--- src/rtl/rxr_pkg.sv ---
// Shared constants and helpers for the receive descriptor ring controller.
package rxr_pkg;
    localparam int unsigned WORD_LANES = 4;
    localparam logic [3:0] FC_FORBIDDEN = 4'b0111;
    localparam logic [3:0] FC_DMA_DEFAULT = 4'b1000;

    typedef enum logic [1:0] {
        CLOSE_NONE,
        CLOSE_FULL,
        CLOSE_FRAME,
        CLOSE_FAULT
    } close_e;

    // Replace the reserved access code by the DMA default.
    function automatic logic [3:0] fc_sanitise(input logic [3:0] raw);
        return (raw == FC_FORBIDDEN) ? FC_DMA_DEFAULT : raw;
    endfunction
endpackage

--- src/rtl/rxr_limit.sv ---
// Legalises the programmed buffer byte limit.
// Framed mode rounds down to a multiple of 4 (minimum 4); byte mode
// raises zero to 1. Purely combinational; assumes LEN_W >= 3.
module rxr_limit #(
    parameter int unsigned LEN_W = 16
) (
    input  logic [LEN_W-1:0] raw,
    input  logic             framed,
    output logic [LEN_W-1:0] lim
);
    logic [LEN_W-1:0] rounded;

    // Round, then replace an illegal zero by the smallest legal limit.
    always_comb begin
        rounded = framed ? {raw[LEN_W-1:2], 2'b00} : raw;
        if (rounded == '0) begin
            lim = framed ? LEN_W'(4) : LEN_W'(1);
        end else begin
            lim = rounded;
        end
    end
endmodule

--- src/rtl/rxr_packer.sv ---
// Gathers received bytes into one memory word, lane 0 first.
// Assumes lanes are filled in ascending order and that the word is
// emitted (and cleared) after lane LANES-1 or on buffer close.
module rxr_packer import rxr_pkg::*; #(
    parameter int unsigned LANES = WORD_LANES,
    localparam int unsigned LANE_W = $clog2(LANES),
    localparam int unsigned DW = 8 * LANES
) (
    input  logic              clk,
    input  logic              rst_n,
    input  logic              take,
    input  logic              emit,
    input  logic [LANE_W-1:0] lane,
    input  logic [7:0]        din,
    output logic [DW-1:0]     merged,
    output logic [LANES-1:0]  be
);
    logic [DW-1:0] hold_q;

    // Insert the incoming byte into its lane of the partial word.
    always_comb begin
        merged = hold_q;
        merged[lane*8 +: 8] = din;
    end

    // Enable every lane from 0 up to the lane just written.
    for (genvar k = 0; k < LANES; k++) begin : g_lane
        assign be[k] = (int'(lane) >= k);
    end

    // Keep the partial word; clear it once it has been written out.
    always_ff @(posedge clk) begin
        if (!rst_n) begin
            hold_q <= '0;
        end else if (take) begin
            hold_q <= emit ? '0 : merged;
        end
    end
endmodule

--- src/rtl/rxr_ring_ptr.sv ---
// Descriptor index register of the ring.
// Loads the base on reset, steps or wraps on buffer close, and accepts a
// software load when the caller has qualified it. Close wins over load.
module rxr_ring_ptr #(
    parameter int unsigned IDX_W = 3
) (
    input  logic             clk,
    input  logic             rst_n,
    input  logic [IDX_W-1:0] base,
    input  logic             advance,
    input  logic             wrap,
    input  logic             sw_load,
    input  logic [IDX_W-1:0] sw_val,
    output logic [IDX_W-1:0] idx
);
    // Update the index on reset, close or qualified software write.
    always_ff @(posedge clk) begin
        if (!rst_n) begin
            idx <= base;
        end else if (advance) begin
            idx <= wrap ? base : idx + IDX_W'(1);
        end else if (sw_load) begin
            idx <= sw_val;
        end
    end
endmodule

--- src/rtl/rx_ring_dma.sv ---
// Receive descriptor ring controller.
// Accepts one byte per cycle, opens the current descriptor's buffer on
// the first byte (reading descriptor fields combinationally), writes
// packed words and a status write-back one cycle after the byte, and
// advances around the ring. Assumes buffer addresses are word aligned
// and ADDR_W >= LEN_W.
module rx_ring_dma import rxr_pkg::*; #(
    parameter int unsigned IDX_W  = 3,
    parameter int unsigned LEN_W  = 16,
    parameter int unsigned ADDR_W = 32
) (
    input  logic              clk,
    input  logic              rst_n,
    input  logic              rx_en,
    input  logic              in_valid,
    input  logic [7:0]        in_byte,
    input  logic              in_eof,
    input  logic              in_err,
    input  logic [LEN_W-1:0]  cfg_maxlen,
    input  logic              cfg_framed,
    input  logic [IDX_W-1:0]  cfg_base,
    input  logic [3:0]        cfg_fc,
    input  logic              ptr_wr,
    input  logic [IDX_W-1:0]  ptr_wdata,
    output logic [IDX_W-1:0]  bd_idx,
    input  logic              bd_empty,
    input  logic              bd_wrap,
    input  logic [ADDR_W-1:0] bd_addr,
    output logic              mem_we,
    output logic [ADDR_W-1:0] mem_addr,
    output logic [31:0]       mem_data,
    output logic [3:0]        mem_be,
    output logic [3:0]        mem_fc,
    output logic              wb_valid,
    output logic [IDX_W-1:0]  wb_idx,
    output logic [LEN_W-1:0]  wb_count,
    output logic              wb_last,
    output logic              wb_err,
    output logic              irq,
    output logic              busy
);
    localparam int unsigned LANES  = WORD_LANES;
    localparam int unsigned LANE_W = $clog2(LANES);
    localparam int unsigned DW     = 8 * LANES;

    logic              open_q;
    logic [LEN_W-1:0]  max_q;
    logic [LEN_W-1:0]  cnt_q;
    logic [ADDR_W-1:0] buf_q;
    logic              wrap_q;

    logic [LEN_W-1:0]  lim_w;
    logic              byte_in;
    logic              take;
    logic              stall;
    logic [LEN_W-1:0]  pos;
    logic [LEN_W-1:0]  nxt_cnt;
    logic [LEN_W-1:0]  eff_max;
    logic [ADDR_W-1:0] eff_buf;
    logic              eff_wrap;
    logic [LANE_W-1:0] lane;
    close_e            reason;
    logic              closing;
    logic              emit;
    logic [ADDR_W-1:0] word_addr;
    logic [DW-1:0]     merged;
    logic [LANES-1:0]  be_w;

    rxr_limit #(.LEN_W(LEN_W)) u_limit (
        .raw    (cfg_maxlen),
        .framed (cfg_framed),
        .lim    (lim_w)
    );

    // Per-byte decode: open-or-continue, position, limit and close reason.
    always_comb begin
        byte_in  = rx_en & in_valid;
        take     = byte_in & (open_q | bd_empty);
        stall    = byte_in & ~open_q & ~bd_empty;
        pos      = open_q ? cnt_q  : '0;
        eff_max  = open_q ? max_q  : lim_w;
        eff_buf  = open_q ? buf_q  : bd_addr;
        eff_wrap = open_q ? wrap_q : bd_wrap;
        nxt_cnt  = pos + LEN_W'(1);
        lane     = pos[LANE_W-1:0];
        if (in_err)                 reason = CLOSE_FAULT;
        else if (in_eof)            reason = CLOSE_FRAME;
        else if (nxt_cnt == eff_max) reason = CLOSE_FULL;
        else                        reason = CLOSE_NONE;
        closing   = take & (reason != CLOSE_NONE);
        emit      = take & ((lane == {LANE_W{1'b1}}) | closing);
        word_addr = eff_buf + ADDR_W'({pos[LEN_W-1:LANE_W], {LANE_W{1'b0}}});
    end

    rxr_packer #(.LANES(LANES)) u_pack (
        .clk    (clk),
        .rst_n  (rst_n),
        .take   (take),
        .emit   (emit),
        .lane   (lane),
        .din    (in_byte),
        .merged (merged),
        .be     (be_w)
    );

    rxr_ring_ptr #(.IDX_W(IDX_W)) u_ptr (
        .clk     (clk),
        .rst_n   (rst_n),
        .base    (cfg_base),
        .advance (closing),
        .wrap    (eff_wrap),
        .sw_load (ptr_wr & ~rx_en & ~open_q),
        .sw_val  (ptr_wdata),
        .idx     (bd_idx)
    );

    // Open buffer context: latch limit, address and wrap when a buffer opens.
    always_ff @(posedge clk) begin
        if (!rst_n) begin
            open_q <= 1'b0;
            max_q  <= '0;
            cnt_q  <= '0;
            buf_q  <= '0;
            wrap_q <= 1'b0;
        end else if (take) begin
            if (!open_q) begin
                max_q  <= lim_w;
                buf_q  <= bd_addr;
                wrap_q <= bd_wrap;
            end
            cnt_q  <= nxt_cnt;
            open_q <= ~closing;
        end
    end

    // Memory write port: one registered word per emit.
    always_ff @(posedge clk) begin
        if (!rst_n) begin
            mem_we   <= 1'b0;
            mem_addr <= '0;
            mem_data <= '0;
            mem_be   <= '0;
            mem_fc   <= FC_DMA_DEFAULT;
        end else begin
            mem_we <= emit;
            mem_fc <= fc_sanitise(cfg_fc);
            if (emit) begin
                mem_addr <= word_addr;
                mem_data <= merged;
                mem_be   <= be_w;
            end
        end
    end

    // Status write-back, interrupt and busy pulses.
    always_ff @(posedge clk) begin
        if (!rst_n) begin
            wb_valid <= 1'b0;
            wb_idx   <= '0;
            wb_count <= '0;
            wb_last  <= 1'b0;
            wb_err   <= 1'b0;
            irq      <= 1'b0;
            busy     <= 1'b0;
        end else begin
            wb_valid <= closing;
            irq      <= closing;
            busy     <= stall;
            if (closing) begin
                wb_idx   <= bd_idx;
                wb_count <= nxt_cnt;
                wb_last  <= in_eof;
                wb_err   <= (reason == CLOSE_FAULT);
            end
        end
    end
endmodule

--- config.mk ---
export PLATFORM = sky130hd
export DESIGN_NAME = rx_ring_dma
export DESIGN_NICKNAME = d
export VERILOG_FILES = /design/src/rtl/rxr_pkg.sv /design/src/rtl/rxr_limit.sv /design/src/rtl/rxr_packer.sv /design/src/rtl/rxr_ring_ptr.sv /design/src/rtl/rx_ring_dma.sv
export SDC_FILE = /design/constraint.sdc
export NUM_CORES = 1
export LEC_CHECK = 0
export ABC_AREA = 1
export BUFFER_PORTS_ARGS = -buffer_cell sky130_fd_sc_hd__buf_2
export CORE_MARGIN = 10
export CORE_UTILIZATION = 57
export DETAILED_ROUTE_END_ITERATION = 10
export PLACE_DENSITY = 0.84
export SYNTH_ARGS = -nofsm -noshare
export SYNTH_HDL_FRONTEND = slang
export SYNTH_HIERARCHICAL = 1
export SYNTH_SLANG_ARGS = --single-unit
--- constraint.sdc ---
create_clock -name clk -period 3.66 [get_ports clk]
set_input_delay 0.366 -clock clk [delete_from_list [all_inputs] [get_ports clk]]
set_output_delay 0.366 -clock clk [all_outputs]
set_load 0.05 [all_outputs]
# Word-level counts from Yosys, hierarchy flattened
# Index checks and enable logic that the tools add are counted.
dict set report word_totals {
  word_cells 66
  regBits 197
  out_inout_bits 100
  input_bits 76
}
dict set report op_classes {
  mux 16
  add_sub_neg 4
  eq_ne 5
  n_reduce_logical 3
  shift 2
  n_lt_le_gt_ge 3
  bitwise 15
}
# operator n
set ops {}
lappend ops {{32-bit two-way mux} 2}
lappend ops {{16-bit two-way mux} 3}
lappend ops {{5-bit negator with 34-bit output} 1}
lappend ops {{8-bit by 34-bit variable shift with 32-bit output (first input constant)} 1}
lappend ops {{8-bit by 34-bit variable part select with 32-bit output} 1}
lappend ops {{32-bit by 16-bit adder with 32-bit output} 1}
lappend ops {{32-bit bitwise mux} 1}
lappend ops {{16-bit by 1-bit adder with 16-bit output (second input constant)} 1}
lappend ops {{16-bit equality test} 1}
lappend ops {{16-bit logical NOT} 1}
lappend ops {{3-bit two-way mux} 5}
lappend ops {{1-bit AND} 8}
lappend ops {{2-bit two-way mux} 3}
lappend ops {{1-bit NOT} 5}
lappend ops {{2-bit equality test (second input constant)} 2}
lappend ops {{4-bit by 3-bit equality test with 1-bit output (second input constant)} 1}
lappend ops {{2-bit >= comparator (second input constant)} 2}
lappend ops {{3-bit by 1-bit adder with 3-bit output (second input constant)} 1}
lappend ops {{3-bit by 1-bit inequality test with 1-bit output (second input constant)} 1}
lappend ops {{2-bit by 1-bit >= comparator with 1-bit output (second input constant)} 1}
lappend ops {{1-bit two-way mux} 2}
lappend ops {{1-bit OR} 2}
lappend ops {{2-bit nonzero test} 1}
lappend ops {{2-bit OR reduction} 1}

# Logic depth before layout (Yosys ltp)
dict set report depth {
  depth_word 13
  depth_mapped 24
  mapped_depth_nobuf 23
}

# By module
# The synthesis kept the hierarchy.
# mod n_inst seq_area_each_um2 cells_each area_per_inst_um2
set modules_own_cells {}
lappend modules_own_cells {rx_ring_dma 1 3243.1 1352 8717.1}
lappend modules_own_cells {rxr_packer 1 640.6 290 1773.0}
lappend modules_own_cells {rxr_ring_ptr 1 90.1 40 257.7}
lappend modules_own_cells {rxr_limit 1 0.0 35 137.6}

# Worst setup path before layout
# OpenSTA, ideal clock, no wires.
dict set report synth_timing {
  path_type {register -> register}
  start {reg open_q}
  end {reg mem_addr[24]}
  setup_ns 0.113
  n_path_buf 4
  required_time_ns 3.547
  synth_period_minus_slack_ns 3.042
  setup_slack_ns 0.618
  t_arrival_ns 2.929
  path_stages_with_launch 23
  cell_sequence {dfxtp_1 > buf_6 > buf_6 > inv_1 > clkbuf_1 > clkbuf_1 > nand2_1 > o21ai_0 > ha_1 > fa_1 > a21oi_1 > o21ai_0 > nand2_1 > nand2_1 > nand4_1 > nand2_1 > nand2_1 > nor2_1 > nand2_1 > nand2_1 > nand3_1 > nand2_1 > nor2_1}
}
dict set report synth_via {
  elab_cells_between_ends 16
  cone_classes {add/sub: 2; eq/ne: 2; mux: 6; bitwise: 5; reduce/logical: 1}
}
# element line
set synth_rtl {}
lappend synth_rtl {{start: declaration} rx_ring_dma.sv:46} ;# logic open_q;
lappend synth_rtl {{start signal: assignment} rx_ring_dma.sv:132} ;# open_q <= ~closing;
lappend synth_rtl {{32-bit two-way mux} --}
lappend synth_rtl {{via eff_buf[2]} rx_ring_dma.sv:59} ;# logic [ADDR_W-1:0] eff_buf;
lappend synth_rtl {{32-bit by 16-bit adder with 32-bit output} rx_ring_dma.sv:92} ;# word_addr = eff_buf + ADDR_W'({pos[LEN_W-1:LANE_W], {LANE_W{1'b0}}});
lappend synth_rtl {{end signal: assignment} rx_ring_dma.sv:148} ;# mem_addr <= word_addr;
lappend synth_rtl {{end: declaration} rx_ring_dma.sv:30} ;# output logic [ADDR_W-1:0] mem_addr,
# The timed path passes the listed nets, and every way through them passes these cells.
# A chain may end at the register's enable or synchronous reset.

# Worst setup path in the final report
dict set report layout_timing {
  start {reg open_q}
  end {reg u_pack.hold_q[1]}
}
dict set report layout_via {
  elab_chain_len 11
  elab_cells_between_ends 19
  cone_classes {add/sub: 2; eq/ne: 2; shift: 2; mux: 7; bitwise: 5; reduce/logical: 1}
}
# element line
set layout_lines {}
lappend layout_lines {{16-bit two-way mux} rx_ring_dma.sv:80} ;# pos = open_q ? cnt_q : '0;
lappend layout_lines {{16-bit by 1-bit adder with 16-bit output} rx_ring_dma.sv:84} ;# nxt_cnt = pos + LEN_W'(1);
lappend layout_lines {{16-bit equality test} rx_ring_dma.sv:88} ;# else if (nxt_cnt == eff_max) reason = CLOSE_FULL;
lappend layout_lines {{1-bit two-way mux} rx_ring_dma.sv:88}
lappend layout_lines {{2-bit two-way mux} rx_ring_dma.sv:87} ;# else if (in_eof) reason = CLOSE_FRAME;
lappend layout_lines {{2-bit two-way mux} rx_ring_dma.sv:86} ;# if (in_err) reason = CLOSE_FAULT;
lappend layout_lines {{2-bit nonzero test} rx_ring_dma.sv:90} ;# closing = take & (reason != CLOSE_NONE);
lappend layout_lines {{1-bit AND} rx_ring_dma.sv:90}
lappend layout_lines {{1-bit OR} rx_ring_dma.sv:91} ;# emit = take & ((lane == {LANE_W{1'b1}}) | closing);
lappend layout_lines {{1-bit AND} rx_ring_dma.sv:91}
lappend layout_lines {{32-bit two-way mux} rxr_packer.sv:36} ;# hold_q <= emit ? '0 : merged;
lappend layout_lines {{end signal: assignment} rxr_packer.sv:36}
lappend layout_lines {{end: declaration} rxr_packer.sv:18} ;# logic [DW-1:0] hold_q;
# Several ways; a longest one is shown, not always the timed one.

==> flow_summary_export.csv <==
group,metric,value,unit
floorplan,core_area,18770,um2
outcome,status,"finished, final reports clean",
min_path,hp-class,"primary input to register",
logic_synthesis,async_flop_share,0,%
sta,max_freq,304.4,MHz
sta,worst_pin_slew,1.068,ns
cts,ctsHtreeMaxLevel,4,
logic_synthesis,syn_nets,1815,
logic_synthesis,yosysMostFrequentCell,"nand2_1",
cts,cts_setup_buffers,0,
place,place_congestion,1.027,
cells_and_area,layout.nets,1929,
logic_synthesis,synth_top_area_cell,"dfxtp_1",
cts,clock-sinks,197,
logic_synthesis,ys_top_cells_by_count,"474 x nand2_1, 223 x nor2_1, 218 x inv_1",
cells_and_area,fill_cells,1674,
route,avgViaCountPerCell,5.282,
pwr,p_per_area,412.2,nW/um2
sta,holdWs,0.1422,ns
cts,clock_latency,0.44,ns
logic_synthesis,synth_top_area_share,35.68,%
min_path,hold_start,"cfg_fc[3]",
sta,hold_viol,0,
sta,period_needed,3.285,ns
sta,skew,0.009183,ns
floorplan,die-height,158.2,um
cts,cts_tree,"built",
logic_synthesis,ys_types,45,
pwr,leakage,6.116,nW
route,drt_first_pass_iters,5,
critical_path,start_kind,"register",
pwr,ir_drop,0.3532,mV
cells_and_area,regArea,3975,um2
logic_synthesis,synthCells,1717,
logic_synthesis,ys_ff_latch,197,
critical_path,required,4.01,ns
pwr,total_power,5.084,mW
sta,fin_crit_sh,89.75,%
floorplan,die_area,25020,um2
logic_synthesis,syn_area,10890,um2
logic_synthesis,synth_edf_count,3,
min_path,min_to,"mem_fc[3]",
cts,cts_hold_buf,0,
sta,setup_tns,0,ns
critical_path,r2r_end,"u_pack/hold_q[1]",
critical_path,cp-end-kind,"register",
cts,cts-root-buf,"clkbuf_16",
floorplan,die_x,158.2,um
logic_synthesis,yosysWarnings,6,
floorplan,start_util,58.00,%
route,drt_iter0_drc,848,
floorplan,rows,50,
grt,antenna_found_initial,0,
sta,slew_headroom,28.70,%
logic_synthesis,yosysSeqAreaShare,36.51,%
grt,grt-ovfl-total,0,
cts,numCtsBuffers,17,
grt,grt_max_degree,87,
logic_synthesis,synth-main-ff-cell,"dfxtp_1",
floorplan,ios,176,
place,place.port_buffers,175,
grt,grt_pass1_wl,48490,um
critical_path,path_class,"register to register",
min_path,whs_path_depth,3,
cells_and_area,fin_cells,2078,
logic_synthesis,ys_top_cells_by_area,"dfxtp_1 36%, nand2_1 16%, nor2_1 7.7%",
place,dp_hpwl,22240,um
route,vias,10977,
sta,rsz0062_at_grt,"no",
cts,clk_path_buf_depth,2,
critical_path,regToRegStartpoint,"open_q",
route,ant_nets,0,
route,drt_wl_total,30150,um
cells_and_area,syn_to_final_growth,13.29,%
sta,maxSlewViolCount,0,
grt,grt_usage,23.68,%
critical_path,reg2reg_depth,20,
grt,grt_pass1_vias,9990,
critical_path,arrival,3.64,ns
cells_and_area,n_antenna_cell,0,
logic_synthesis,syn_area_per_cell,6.340,um2
job,cap_violations,0,
cells_and_area,multi_input_area,5564,um2
critical_path,crit_path_max_fanout,43,
sta,setup_violations,0,
critical_path,rrSetupSlack,0.37,ns
place,placed_cells,2045,
cells_and_area,drive_gt1_share,14.32,%
route,drc_errors,0,
cts,clk_pin_slew,0.07,ns
route,detail_route.wl_per_cell,14.51,um
==> routing by layer <==
layer / wire length, um / up-vias / GRT usage, % / share of wire (%)
met2: 13030 / 438 / 35.20 / 43
met5: 0 / - / 0 / 0
met4: 657 / 0 / 7.984 / 2.2
met3: 2979 / 44 / 6.649 / 9.9
met1: 13490 / 4899 / 32.21 / 45
li1: - / 5596 / - / -
==> worst max path at each step <==
stage / cells after the start / to / from
finish: 20 / u_pack/hold_q[1] / open_q
global route: 20 / u_pack/hold_q[14] / open_q
CTS: 20 / u_pack/hold_q[1] / open_q
detailed placement: 21 / mem_data[18] / cfg_maxlen[13]
global placement: 21 / mem_addr[18] / cfg_maxlen[12]
floorplan: 22 / mem_addr[24] / open_q
==> worst max-delay path, cell delays in order (launching register included) <==
cell	delay, ns
dfxtp_2	0.41
buf_16	0.23
nand2_1	0.16
nor2_1	0.15
nand2_1	0.10
nor2_1	0.24
nand2_2	0.13
nand2_1	0.07
nand3_1	0.08
nand2_1	0.08
inv_1	0.03
nand2_1	0.06
nor2_1	0.05
nand3_2	0.10
nand3_4	0.26
nand2_4	0.23
inv_4	0.11
nor2_1	0.15
buf_6	0.28
nand2_1	0.10
a21oi_1	0.15
==> timing repair <==
item / 4_1_cts / 5_1_grt
setup endpoints to repair: 0 / 77
endpoints found under the hold margin: 0 / 0
resized for setup: 0 / 4
==> stage by stage <==
step | instance area [um2] | setup WS (ns) | utilization (%)
after floorplan | 10890 | 0.6180 | -
after global placement | 11700 | 0.2972 | 62.33
after detailed placement | 11700 | 0.2216 | 62.33
after CTS | 12290 | 0.2776 | 65.49
after global routing | 12330 | 0.01952 | 65.71
final | 12330 | 0.3750 | 65.71
==> kinds of logic after synthesis <==
family	Yosys count	synth area share, %
and+or+nand+nor	913	35.05
buffers and inverters	324	12.45
AOI/OAI and AO/OA	231	10.99
DFF	197	36.51
xor gates and xnor gates	25	2.011
adders and majority gates	22	2.598
muxes	4	0.3678
other	1	0.03445
==> power by group <==
group	total (mW)	internal, mW	switching, mW
combinational	0.863	0.243	0.620
clock	1.93	1.03	0.892
sequential	2.29	2.25	0.0481
==> state kept, by name, indices dropped and copies added (netlist names) <==
register,flops
wb_err,1
u_pack/hold_q,32
mem_we,1
buf_q,32
u_ptr/idx,3
mem_data,32
wrap_q,1
mem_be,4
busy,1
open_q,1
wb_idx,3
mem_fc,4
cnt_q,16
irq,1
wb_last,1
wb_count,16
max_q,16
mem_addr,32
==> cell type report <==
| cell class | count | share of cell area [%] |
|---|---|---|
| Tap cell | 234 | 2.374 |
| Multi-Input combinational cell | 1196 | 45.12 |
| Sequential cell | 197 | 32.23 |
| Clock inverter | 13 | 1.309 |
| Clock buffer | 19 | 3.511 |
| Inverter | 227 | 6.930 |
| Timing Repair Buffer | 192 | 8.523 |
==> layout by cell type (no fill, tap or decap), types with 18 or more instances in the layout <==
| cell type | netlist | final |
|---|---|---|
| nand2_1 | 474 | 474 |
| nor2_1 | 223 | 222 |
| inv_1 | 218 | 217 |
| dfxtp_1 | 194 | 193 |
| buf_2 | 19 | 174 |
| nand3_1 | 162 | 162 |
| o21ai_0 | 108 | 107 |
| a21oi_1 | 99 | 99 |
| ha_1 | 21 | 21 |
| xor2_1 | 20 | 20 |
| clkbuf_16 | 0 | 18 |
Note: power is estimated with default switching activity, not from simulation.
